**src/rtl/icp_pkg.sv**
```systemverilog
package icp_pkg;
  typedef enum logic [2:0] {
    OP_ACCEPT  = 3'd0,
    OP_EOI     = 3'd1,
    OP_SET_PRI = 3'd2,
    OP_SET_IPI = 3'd3,
    OP_POLL    = 3'd4
  } icp_op_e;
endpackage

```
**src/rtl/icp_offer_judge.sv**
```systemverilog
module icp_offer_judge #(
  parameter int PRI_W = 8
) (
  input  logic [PRI_W-1:0] cur_pri,
  input  logic             has_pend,
  input  logic [PRI_W-1:0] pend_pri,
  input  logic [PRI_W-1:0] new_pri,
  output logic             take
);
  // Refused when not more favoured than current priority, or not strictly
  // more favoured than what already sits in the slot.
  always_comb begin
    take = (new_pri < cur_pri) && !(has_pend && (pend_pri <= new_pri));
  end
endmodule

```
**src/rtl/icp_ipi_judge.sv**
```systemverilog
module icp_ipi_judge #(
  parameter int PRI_W = 8
) (
  input  logic             enable,
  input  logic             has_pend,
  input  logic [PRI_W-1:0] pend_pri,
  input  logic [PRI_W-1:0] req_pri,
  output logic             take
);
  always_comb begin
    take = enable && !(has_pend && (pend_pri <= req_pri));
  end
endmodule

```
**src/rtl/cpu_irq_presenter.sv**
```systemverilog
module cpu_irq_presenter
  import icp_pkg::*;
#(
  parameter int SRC_W   = 24,
  parameter int PRI_W   = 8,
  parameter int IPI_SRC = 2
) (
  input  logic                   clk,
  input  logic                   rst_n,
  input  logic                   cmd_valid,
  input  logic [2:0]             cmd_op,
  input  logic [PRI_W+SRC_W-1:0] cmd_data,
  input  logic                   offer_valid,
  output logic                   offer_ready,
  input  logic [SRC_W-1:0]       offer_src,
  input  logic [PRI_W-1:0]       offer_pri,
  output logic                   rej_valid,
  output logic [SRC_W-1:0]       rej_src,
  output logic                   eoi_valid,
  output logic [SRC_W-1:0]       eoi_src,
  output logic                   resend_req,
  output logic                   rsp_valid,
  output logic [PRI_W+SRC_W-1:0] rsp_word,
  output logic [PRI_W-1:0]       rsp_req,
  output logic                   irq_out
);
  localparam int WORD_W = PRI_W + SRC_W;
  localparam logic [PRI_W-1:0] PRI_NONE = {PRI_W{1'b1}};
  localparam logic [SRC_W-1:0] SRC_IPI  = SRC_W'(IPI_SRC);

  icp_op_e op;
  assign op = icp_op_e'(cmd_op);

  // Architectural state
  logic [PRI_W-1:0] cppr_q, pend_q, mfrr_q;
  logic [SRC_W-1:0] xisr_q;
  logic             irq_q;

  assign offer_ready = !cmd_valid;
  wire offer_fire = offer_valid && offer_ready;

  // Stage 1: primary effect of the command or offer
  logic [PRI_W-1:0] s1_cppr, s1_pend, s1_mfrr;
  logic [SRC_W-1:0] s1_xisr;
  logic             s1_irq, s1_rej, s1_eoi, s1_resend, s1_rsp;
  logic [SRC_W-1:0] s1_rej_src, s1_eoi_src;
  logic             chk_en;
  logic             offer_take;
  logic [PRI_W-1:0] set_val;

  assign set_val = cmd_data[PRI_W-1:0];

  icp_offer_judge #(.PRI_W(PRI_W)) u_offer (
    .cur_pri  (cppr_q),
    .has_pend (xisr_q != '0),
    .pend_pri (pend_q),
    .new_pri  (offer_pri),
    .take     (offer_take)
  );

  always_comb begin
    s1_cppr    = cppr_q;
    s1_pend    = pend_q;
    s1_mfrr    = mfrr_q;
    s1_xisr    = xisr_q;
    s1_irq     = irq_q;
    s1_rej     = 1'b0;
    s1_rej_src = '0;
    s1_eoi     = 1'b0;
    s1_eoi_src = '0;
    s1_resend  = 1'b0;
    s1_rsp     = 1'b0;
    chk_en     = 1'b0;
    if (cmd_valid) begin
      unique case (op)
        OP_ACCEPT: begin
          s1_rsp  = 1'b1;
          s1_cppr = pend_q;
          s1_xisr = '0;
          s1_pend = PRI_NONE;
          s1_irq  = 1'b0;
        end
        OP_EOI: begin
          s1_cppr    = cmd_data[WORD_W-1:SRC_W];
          s1_eoi_src = cmd_data[SRC_W-1:0];
          s1_eoi     = (s1_eoi_src != '0) && (s1_eoi_src != SRC_IPI);
          s1_resend  = 1'b1;
          chk_en     = mfrr_q < s1_cppr;
        end
        OP_SET_PRI: begin
          s1_cppr = set_val;
          if (set_val < cppr_q) begin
            if ((xisr_q != '0) && (set_val <= pend_q)) begin
              s1_rej     = (xisr_q != SRC_IPI);
              s1_rej_src = xisr_q;
              s1_xisr    = '0;
              s1_pend    = PRI_NONE;
              s1_irq     = 1'b0;
            end
          end else begin
            s1_resend = 1'b1;
            chk_en    = mfrr_q < set_val;
          end
        end
        OP_SET_IPI: begin
          s1_mfrr = set_val;
          chk_en  = set_val < cppr_q;
        end
        OP_POLL: s1_rsp = 1'b1;
        default: ;
      endcase
    end else if (offer_fire) begin
      if (!offer_take) begin
        s1_rej     = 1'b1;
        s1_rej_src = offer_src;
      end else begin
        s1_rej     = (xisr_q != '0) && (xisr_q != SRC_IPI);
        s1_rej_src = xisr_q;
        s1_xisr    = offer_src;
        s1_pend    = offer_pri;
        s1_irq     = 1'b1;
      end
    end
  end

  // Stage 2: IPI check on the post-command state
  logic ipi_take;
  icp_ipi_judge #(.PRI_W(PRI_W)) u_ipi (
    .enable   (chk_en),
    .has_pend (s1_xisr != '0),
    .pend_pri (s1_pend),
    .req_pri  (s1_mfrr),
    .take     (ipi_take)
  );

  logic [PRI_W-1:0] n_pend;
  logic [SRC_W-1:0] n_xisr, n_rej_src;
  logic             n_irq, n_rej;

  always_comb begin
    n_pend    = s1_pend;
    n_xisr    = s1_xisr;
    n_irq     = s1_irq;
    n_rej     = s1_rej;
    n_rej_src = s1_rej_src;
    if (ipi_take) begin
      if ((s1_xisr != '0) && (s1_xisr != SRC_IPI)) begin
        n_rej     = 1'b1;
        n_rej_src = s1_xisr;
      end
      n_xisr = SRC_IPI;
      n_pend = s1_mfrr;
      n_irq  = 1'b1;
    end
  end

  always_ff @(posedge clk) begin
    if (!rst_n) begin
      cppr_q     <= '0;
      xisr_q     <= '0;
      pend_q     <= PRI_NONE;
      mfrr_q     <= PRI_NONE;
      irq_q      <= 1'b0;
      rej_valid  <= 1'b0;
      rej_src    <= '0;
      eoi_valid  <= 1'b0;
      eoi_src    <= '0;
      resend_req <= 1'b0;
      rsp_valid  <= 1'b0;
      rsp_word   <= '0;
      rsp_req    <= '0;
    end else begin
      cppr_q     <= s1_cppr;
      xisr_q     <= n_xisr;
      pend_q     <= n_pend;
      mfrr_q     <= s1_mfrr;
      irq_q      <= n_irq;
      rej_valid  <= n_rej;
      rej_src    <= n_rej ? n_rej_src : '0;
      eoi_valid  <= s1_eoi;
      eoi_src    <= s1_eoi ? s1_eoi_src : '0;
      resend_req <= s1_resend;
      rsp_valid  <= s1_rsp;
      rsp_word   <= s1_rsp ? {cppr_q, xisr_q} : '0;
      rsp_req    <= s1_rsp ? mfrr_q : '0;
    end
  end

  assign irq_out = irq_q;

  // Assertions
  AST_LINE_FOLLOWS_SLOT: assert property (@(posedge clk) disable iff (!rst_n)
    irq_q == (xisr_q != '0));
  AST_EMPTY_SLOT_NONE: assert property (@(posedge clk) disable iff (!rst_n)
    (xisr_q == '0) |-> (pend_q == PRI_NONE));
  AST_CMD_STALLS_OFFER: assert property (@(posedge clk) disable iff (!rst_n)
    cmd_valid |-> !offer_ready);
  AST_ACCEPT_LOWERS: assert property (@(posedge clk) disable iff (!rst_n)
    (cmd_valid && cmd_op == 3'd0) |=> (!irq_out && rsp_valid));
  AST_POLL_HOLDS: assert property (@(posedge clk) disable iff (!rst_n)
    (cmd_valid && cmd_op == 3'd4) |=> ($stable(cppr_q) && $stable(xisr_q) &&
      $stable(pend_q) && $stable(mfrr_q) && rsp_valid));
  AST_REFUSED_OFFER_BOUNCES: assert property (@(posedge clk) disable iff (!rst_n)
    (offer_valid && offer_ready && offer_pri >= cppr_q) |=>
      (rej_valid && rej_src == $past(offer_src) && $stable(xisr_q)));
  AST_IPI_RAISES: assert property (@(posedge clk) disable iff (!rst_n)
    (cmd_valid && cmd_op == 3'd3 && set_val < cppr_q && xisr_q == '0) |=>
      (irq_out && xisr_q == SRC_IPI));
  AST_REVOKE_LOWERS: assert property (@(posedge clk) disable iff (!rst_n)
    (cmd_valid && cmd_op == 3'd2 && set_val < cppr_q && xisr_q != '0 &&
     set_val <= pend_q) |=> !irq_out);
endmodule

```
**config.mk**
```make
export PLATFORM = sky130hd
export DESIGN_NAME = cpu_irq_presenter
export DESIGN_NICKNAME = d
export VERILOG_FILES = /design/src/rtl/icp_pkg.sv /design/src/rtl/icp_offer_judge.sv /design/src/rtl/icp_ipi_judge.sv /design/src/rtl/cpu_irq_presenter.sv
export SDC_FILE = /design/constraint.sdc
export NUM_CORES = 1
export LEC_CHECK = 0
export BUFFER_PORTS_ARGS = -buffer_cell sky130_fd_sc_hd__buf_2
export CAP_MARGIN = 20
export CORE_ASPECT_RATIO = 1.4
export CORE_MARGIN = 1.5
export CORE_UTILIZATION = 45
export DETAILED_ROUTE_END_ITERATION = 8
export PLACE_DENSITY_LB_ADDON = 0.15
export SLEW_MARGIN = 20
export SYNTH_ARGS = -nofsm -noshare
export SYNTH_HDL_FRONTEND = slang
export SYNTH_SLANG_ARGS = --single-unit
```
**constraint.sdc**
```tcl
create_clock -name clk -period 10.3 [get_ports clk]
set_input_delay 1.545 -clock clk [delete_from_list [all_inputs] [get_ports clk]]
set_output_delay 1.545 -clock clk [all_outputs]
set_load 0.005 [all_outputs]
```
## Word-level counts from Yosys, hierarchy flattened

Index checks and enable logic that the tools add are counted.

| storage, ports and cells | value |
|---|---|
| flip-flop bits (word level) | 141 |
| input bits | 71 |
| output and inout bits | 94 |
| word-level logic and storage cells | 108 |

| operators by class | value |
|---|---|
| magnitude comparators | 7 |
| equality and inequality tests | 10 |
| muxes and demuxes | 49 |
| bitwise logic cells | 1 |
| reductions and logical operators | 27 |

Operators by type and width:

| kind | number |
|---|---|
| $mux W24 | 13 |
| $ne A24 B2 Y1 const B | 3 |
| $reduce_bool A24 Y1 | 3 |
| $mux W8 | 8 |
| $pmux W24 S2 | 1 |
| $lt A8 B8 Y1 | 4 |
| $le A8 B8 Y1 | 3 |
| $pmux W8 S3 | 1 |
| $mux W1 | 21 |
| $pmux W8 S2 | 1 |
| $logic_and A1 B1 Y1 | 9 |
| $reduce_bool A3 Y1 | 3 |
| $ne A4 B4 Y1 const B | 2 |
| $reduce_and A2 Y1 | 4 |
| $eq A3 B2 Y1 const B | 2 |
| $reduce_and A5 Y1 | 1 |
| $ne A4 B1 Y1 const B | 1 |
| $pmux W1 S2 | 2 |
| $reduce_and A4 Y1 | 1 |
| $reduce_or A2 Y1 | 2 |
| $eq A3 B1 Y1 const B | 1 |
| $eq A3 B3 Y1 const B | 1 |
| $logic_not A1 Y1 | 3 |
| $logic_not A3 Y1 | 1 |
| 3 further kinds | 3 |

## Depth between registers and ports, before layout

| depth | value |
|---|---|
| depth after elaboration | 13 |
| mapped depth | 21 |
| mapped depth without buffers | 19 |

## Hierarchy

A second synthesis with hierarchy kept.

| unflattened totals | value |
|---|---|
| cells, all modules | 796 |
| area total of the unflattened synthesis | 6,727.7 um2 |

Modules (own cells, without submodules):

| module | instances | cells an instance | area each (um2) | seq. area each (um2) |
|---|---|---|---|---|
| cpu_irq_presenter | 1 | 714 | 6,128.4 | 2,822.7 |
| icp_offer_judge | 1 | 53 | 384.1 | 0.0 |
| icp_ipi_judge | 1 | 29 | 215.2 | 0.0 |

## Least setup slack after synthesis

Ideal clock, no wire load.

| timing path | value |
|---|---|
| path kind | input port to flip-flop |
| start | input offer_pri[2] |
| end | register rej_src[13] |
| library setup time | 0.124 ns |
| arrival time | 5.336 ns |
| data required time | 10.176 ns |
| setup slack | 4.841 ns |
| stages | 21 |
| cells stage by stage | inv_1 > ha_1 > and4b_1 > a211oi_1 > o22ai_1 > o211ai_1 > clkbuf_1 > mux2i_1 > nand2_1 > o21ai_0 > inv_1 > ha_1 > and3_1 > a221o_1 > o211ai_1 > nor2_1 > o21ai_1 > nand2_1 > clkbuf_1 > a222oi_1 > nor2_1 |

| on the way | value |
|---|---|
| cells in the longest elaborated chain, start to end | 13 |
| elaborated cells on any way between the ends | 29 |

Ends and longest elaborated chain:

| element | line | source |
|---|---|---|
| start, declared | cpu_irq_presenter.sv:16 | `input logic [PRI_W-1:0] offer_pri,` |
| $le A8 B8 Y1 | icp_offer_judge.sv:13 | `take = (new_pri < cur_pri) && !(has_pend && (pend_pri <= new_pri));` |
| $logic_and A1 B1 Y1 | icp_offer_judge.sv:13 |  |
| $logic_not A1 Y1 | icp_offer_judge.sv:13 |  |
| $logic_and A1 B1 Y1 | icp_offer_judge.sv:13 |  |
| $mux W8 or $mux W24 (tied branches) | cpu_irq_presenter.sv:113 | `if (!offer_take) begin` |
| $mux W8 or $mux W24 (tied branches) | cpu_irq_presenter.sv:112 | `end else if (offer_fire) begin` |
| $mux W8 or $mux W24 (tied branches) | cpu_irq_presenter.sv:74 | `if (cmd_valid) begin` |
| $le A8 B8 Y1 or $reduce_bool A24 Y1 (tied branches) | icp_ipi_judge.sv:11, cpu_irq_presenter.sv:130, cpu_irq_presenter.sv:147 |  |
| $logic_and A1 B1 Y1 | icp_ipi_judge.sv:11 | `take = enable && !(has_pend && (pend_pri <= req_pri));` |
| $logic_not A1 Y1 | icp_ipi_judge.sv:11 |  |
| $logic_and A1 B1 Y1 | icp_ipi_judge.sv:11 |  |
| $mux W1 | cpu_irq_presenter.sv:146 | `if (ipi_take) begin` |
| $reduce_and A2 Y1 (no line) | - |  |
| end signal, assigned | cpu_irq_presenter.sv:179 | `rej_src <= n_rej ? n_rej_src : '0;` |
| end, declared | cpu_irq_presenter.sv:18 | `output logic [SRC_W-1:0] rej_src,` |

Parallel ways exist; a longest one is shown, timed or not.
A chain may end at the register's enable or synchronous reset.

## Worst setup path after layout

| timing path | value |
|---|---|
| start | input cmd_data[5] |
| end | register pend_q[4] |

| on the way | value |
|---|---|
| cells in the longest elaborated chain, start to end | 11 |
| elaborated cells on any way between the ends | 23 |

Ends and longest elaborated chain:

| element | line | source |
|---|---|---|
| start, declared | cpu_irq_presenter.sv:12 | `input logic [PRI_W+SRC_W-1:0] cmd_data,` |
| $le A8 B8 Y1 | cpu_irq_presenter.sv:93 | `if ((xisr_q != '0) && (set_val <= pend_q)) begin` |
| $logic_and A1 B1 Y1 | cpu_irq_presenter.sv:93 |  |
| $mux W8 or $mux W24 (tied branches) | cpu_irq_presenter.sv:93 |  |
| $mux W8 or $mux W24 (tied branches) | cpu_irq_presenter.sv:92 | `if (set_val < cppr_q) begin` |
| $pmux W8 S2 or $pmux W24 S2 (tied branches) | cpu_irq_presenter.sv:75 | `unique case (op)` |
| $mux W8 or $mux W24 (tied branches) | cpu_irq_presenter.sv:74 |  |
| $le A8 B8 Y1 or $reduce_bool A24 Y1 (tied branches) | icp_ipi_judge.sv:11, cpu_irq_presenter.sv:130 |  |
| $logic_and A1 B1 Y1 | icp_ipi_judge.sv:11 |  |
| $logic_not A1 Y1 | icp_ipi_judge.sv:11 |  |
| $logic_and A1 B1 Y1 | icp_ipi_judge.sv:11 |  |
| $mux W8 * | cpu_irq_presenter.sv:146 |  |
| end signal, assigned | cpu_irq_presenter.sv:175 | `pend_q <= n_pend;` |
| end, declared | cpu_irq_presenter.sv:35 | `logic [PRI_W-1:0] cppr_q, pend_q, mfrr_q;` |

Mark *: on every way between the ends. The rest lies on a longest branch, timed or not.

==> flow_metrics.env <==
export IMPL_grt_pass1_wl_um=30730
export IMPL_drt_iter0_markers=436
export IMPL_yosysSeqAreaShare_pct=43.41
export IMPL_synth_compound_gate_area_share_pct=21.44
export IMPL_synth_main_ff_cell="dfxtp_1"
export IMPL_skew_ns=0.008648
export IMPL_ys_types=55
export IMPL_fin_ws_ns=3.745
export IMPL_power_leakage_nw=3.757
export IMPL_grt_max_degree=36
export IMPL_status="finished, final reports clean"
export IMPL_fin_area_um2=7991
export IMPL_final_nets=969
export IMPL_dp_cells=1012
export IMPL_min_from="xisr_q[15]$_SDFF_PP0_"
export IMPL_hold_viol=0
export IMPL_drive_above_1_share_pct=25.96
export IMPL_syn_nets=816
export IMPL_antenna_found_initial=0
export IMPL_fin_util_pct=56.93
export IMPL_max_freq_ghz=0.1525
export IMPL_core_um2=14040
export IMPL_cts_buffers=17
export IMPL_synthToLayoutAreaGrowth_pct=22.90
export IMPL_power_total_mw=1.370
export IMPL_insertedDiodeCount=0
export IMPL_post_cts_setup_buffers=0
export IMPL_r2r_worst_path_cells=18
export IMPL_maxSlewHeadroom_pct=32.00
export IMPL_post_cts_resized=0
export IMPL_ant_nets=0
export IMPL_port_buffers=164
export IMPL_final_cell_mix="buf_2, dfxtp_1, and2_1"
export IMPL_cts_tree="built"
export IMPL_crit_fanout=24
export IMPL_gp_congestion=1.023
export IMPL_synth_edf_count=0
export IMPL_cp_slowest_stage_delay_ns=0.73
export IMPL_syn_area_um2=6502
export IMPL_startpoint_type="primary input"
export IMPL_max_cap_violations=0
export IMPL_avgViaCountPerCell=5.594
export IMPL_dp_hpwl_um=14620
export IMPL_finalSetupViolCount=0
export IMPL_hold_buffers=0
export IMPL_critical_path_class="in -> reg"
export IMPL_layout_commonest_cell="buf_2"
export IMPL_grt_overflow_total=0
export IMPL_ios=165
export IMPL_die_h_um=145.2
export IMPL_r2r_end="pend_q[4]$_SDFF_PN1_"
export IMPL_dpl_cell_area_um2=7420
export IMPL_synthArstFlopShare_pct=0
export IMPL_r2r_slack_ns=4.61
export IMPL_holdWs_ns=0.5044
export IMPL_numClockSinks=141
export IMPL_holdPathEnd="rsp_word[15]$_SDFF_PN0_"
export IMPL_synth_fa_ha_area_share_pct=10.01
export IMPL_vias=5840
export IMPL_grt_use_total_pct=25.84
export IMPL_root_buffer="clkbuf_16"
export IMPL_rows=51
export IMPL_crit_path_end_kind="flip-flop"
export IMPL_critPathSlowestCell="nand3_1"
export IMPL_final_max_slew_violation_count=0
export IMPL_final_setup_tns_ns=0
export IMPL_ys_warn_count=0
export IMPL_drt_pass1_iter_count=6
export IMPL_synthSimpleGateAreaFrac_pct=19.03
export IMPL_worst_pin_slew_ns=1.020
export IMPL_syn_inst=693
export IMPL_cts_max_path_buffers=2
export IMPL_avgSynthCellArea_um2=9.383
export IMPL_dieArea_um2=15190
export IMPL_grt_pass1_vias=5909
export IMPL_r2r_start="pend_q[2]$_SDFF_PN1_"
export IMPL_htree_levels=4
export IMPL_power_density_nw_per_um2=171.5
export IMPL_fin_crit_sh_pct=63.64
export IMPL_post_place_ws_ns=3.378
export IMPL_wl_per_cell_um=18.47
export IMPL_crit_arrival_ns=6.84
export IMPL_ys_ff_latch=141
export IMPL_holdCritPathClass="reg -> reg"
export IMPL_cp_required_ns=10.59
export IMPL_die_x_um=104.6
export IMPL_finalWirelength_um=19280
export IMPL_min_period_ns=6.555
export IMPL_path_cells="buf_2 -> ha_1 -> a21o_1 -> a221oi_2 -> o221ai_1 -> o31ai_2 -> nand2b_1 -> o21ai_1 -> o21ai_0 -> inv_1 -> ha_1 -> and3_1 -> a221o_1 -> o211ai_1 -> nor2_1 -> o21ai_1 -> nand3_1 -> a21oi_4 -> a2bb2oi_2"
export IMPL_clock_latency_ns=0.42
export IMPL_final_cells=1044
export IMPL_synth_xor_area_share_pct=0
export IMPL_synth_top_family_by_area="compound AO/OA/AOI/OAI gates"
export IMPL_peakVddDrop_mv=0.1065
export IMPL_post_route_drc_count=0
export IMPL_path_clk_slew_ns=0.06
export IMPL_rsz0062_at_grt="no"
export IMPL_synth_area_mux_share_pct=0.6350
export IMPL_start_util_pct=46.32
export IMPL_min_path_cells=1
[critical path, delay by kind of cell]
| family | cells | cell delay, ns |
|---|---|---|
| buffers and inverters | 2 | 0.23 |
| and+or+nand+nor | 4 | 1.20 |
| adders and majority gates | 2 | 0.57 |
| AOI/OAI and AO/OA | 11 | 3.27 |
[kinds of logic after synthesis]
logic type	after synthesis
DFF	141
AOI/OAI and AO/OA	180
buffers and inverters	84
and+or+nand+nor	232
adders and majority gates	52
muxes	4
[power by group]
group | switching, mW | total (mW) | internal (mW)
Clock | 0.259 | 0.575 | 0.316
Combinational | 0.135 | 0.221 | 0.0864
Sequential | 0.0130 | 0.574 | 0.561
Total | 0.407 | 1.37 | 0.963
[area by class of cell]
class	instances	area, um2
well taps	185	231.5
inverters	52	195.2
clock inverters	15	127.6
multi-input cells	468	3353
flip-flops and latches	141	2823
fillers	1313	6047
clock buffers	17	425.4
repair buffers	166	835.8
[synth_stat cells (4+ instances only)]
library cell	n	area share, %
a211oi_1	4	0.46
o211ai_1	4	0.46
buf_6	5	0.87
nor3_1	6	0.46
a22o_1	23	3.1
a222oi_1	23	3.5
a2bb2oi_2	8	1.8
nand4_1	7	0.67
clkbuf_1	23	1.3
o22ai_1	6	0.58
nor2b_1	24	2.3
ha_1	52	10
nand3_1	4	0.31
o21ai_0	25	1.9
nor4_1	23	2.2
nand2_1	28	1.6
a21o_1	9	1.0
dfxtp_1	141	43
inv_1	52	3.0
a21oi_1	45	3.5
nand2b_1	10	0.96
nor2_1	58	3.3
and2_1	60	5.8
o21a_1	5	0.58
[state kept, by name (all words and copies together), names as in the netlist, 8 cells and up]
register	count
pend_q	8
rsp_word	32
rsp_req	8
mfrr_q	8
eoi_src	24
cppr_q	8
rej_src	24
xisr_q	24
[metal layers]
metal	routed length [um]	track usage (%)	vias up
li1	-	-	2806
met1	7332	28.21	2719
met2	9868	46.41	254
met3	994	4.447	61
met4	1083	15.07	0
met5	0	0	-
[how the worst max path moves through the flow]
stage | from | endpoint | slack [ns] | depth (start not counted)
6_report | cmd_data[5] | pend_q[4]$_SDFF_PN1_ | 3.74 | 19
5_1_grt | cmd_data[7] | pend_q[4]$_SDFF_PN1_ | 3.26 | 19
4_1_cts | offer_pri[2] | pend_q[4]$_SDFF_PN1_ | 3.84 | 20
3_5_place_dp | offer_pri[2] | pend_q[4]$_SDFF_PN1_ | 3.38 | 20
3_3_place_gp | offer_pri[2] | pend_q[5]$_SDFF_PN1_ | 3.71 | 20
2_1_floorplan | offer_pri[2] | rej_src[13]$_SDFF_PN0_ | 4.84 | 21
No activity file was read; power rests on OpenSTA's default activity.
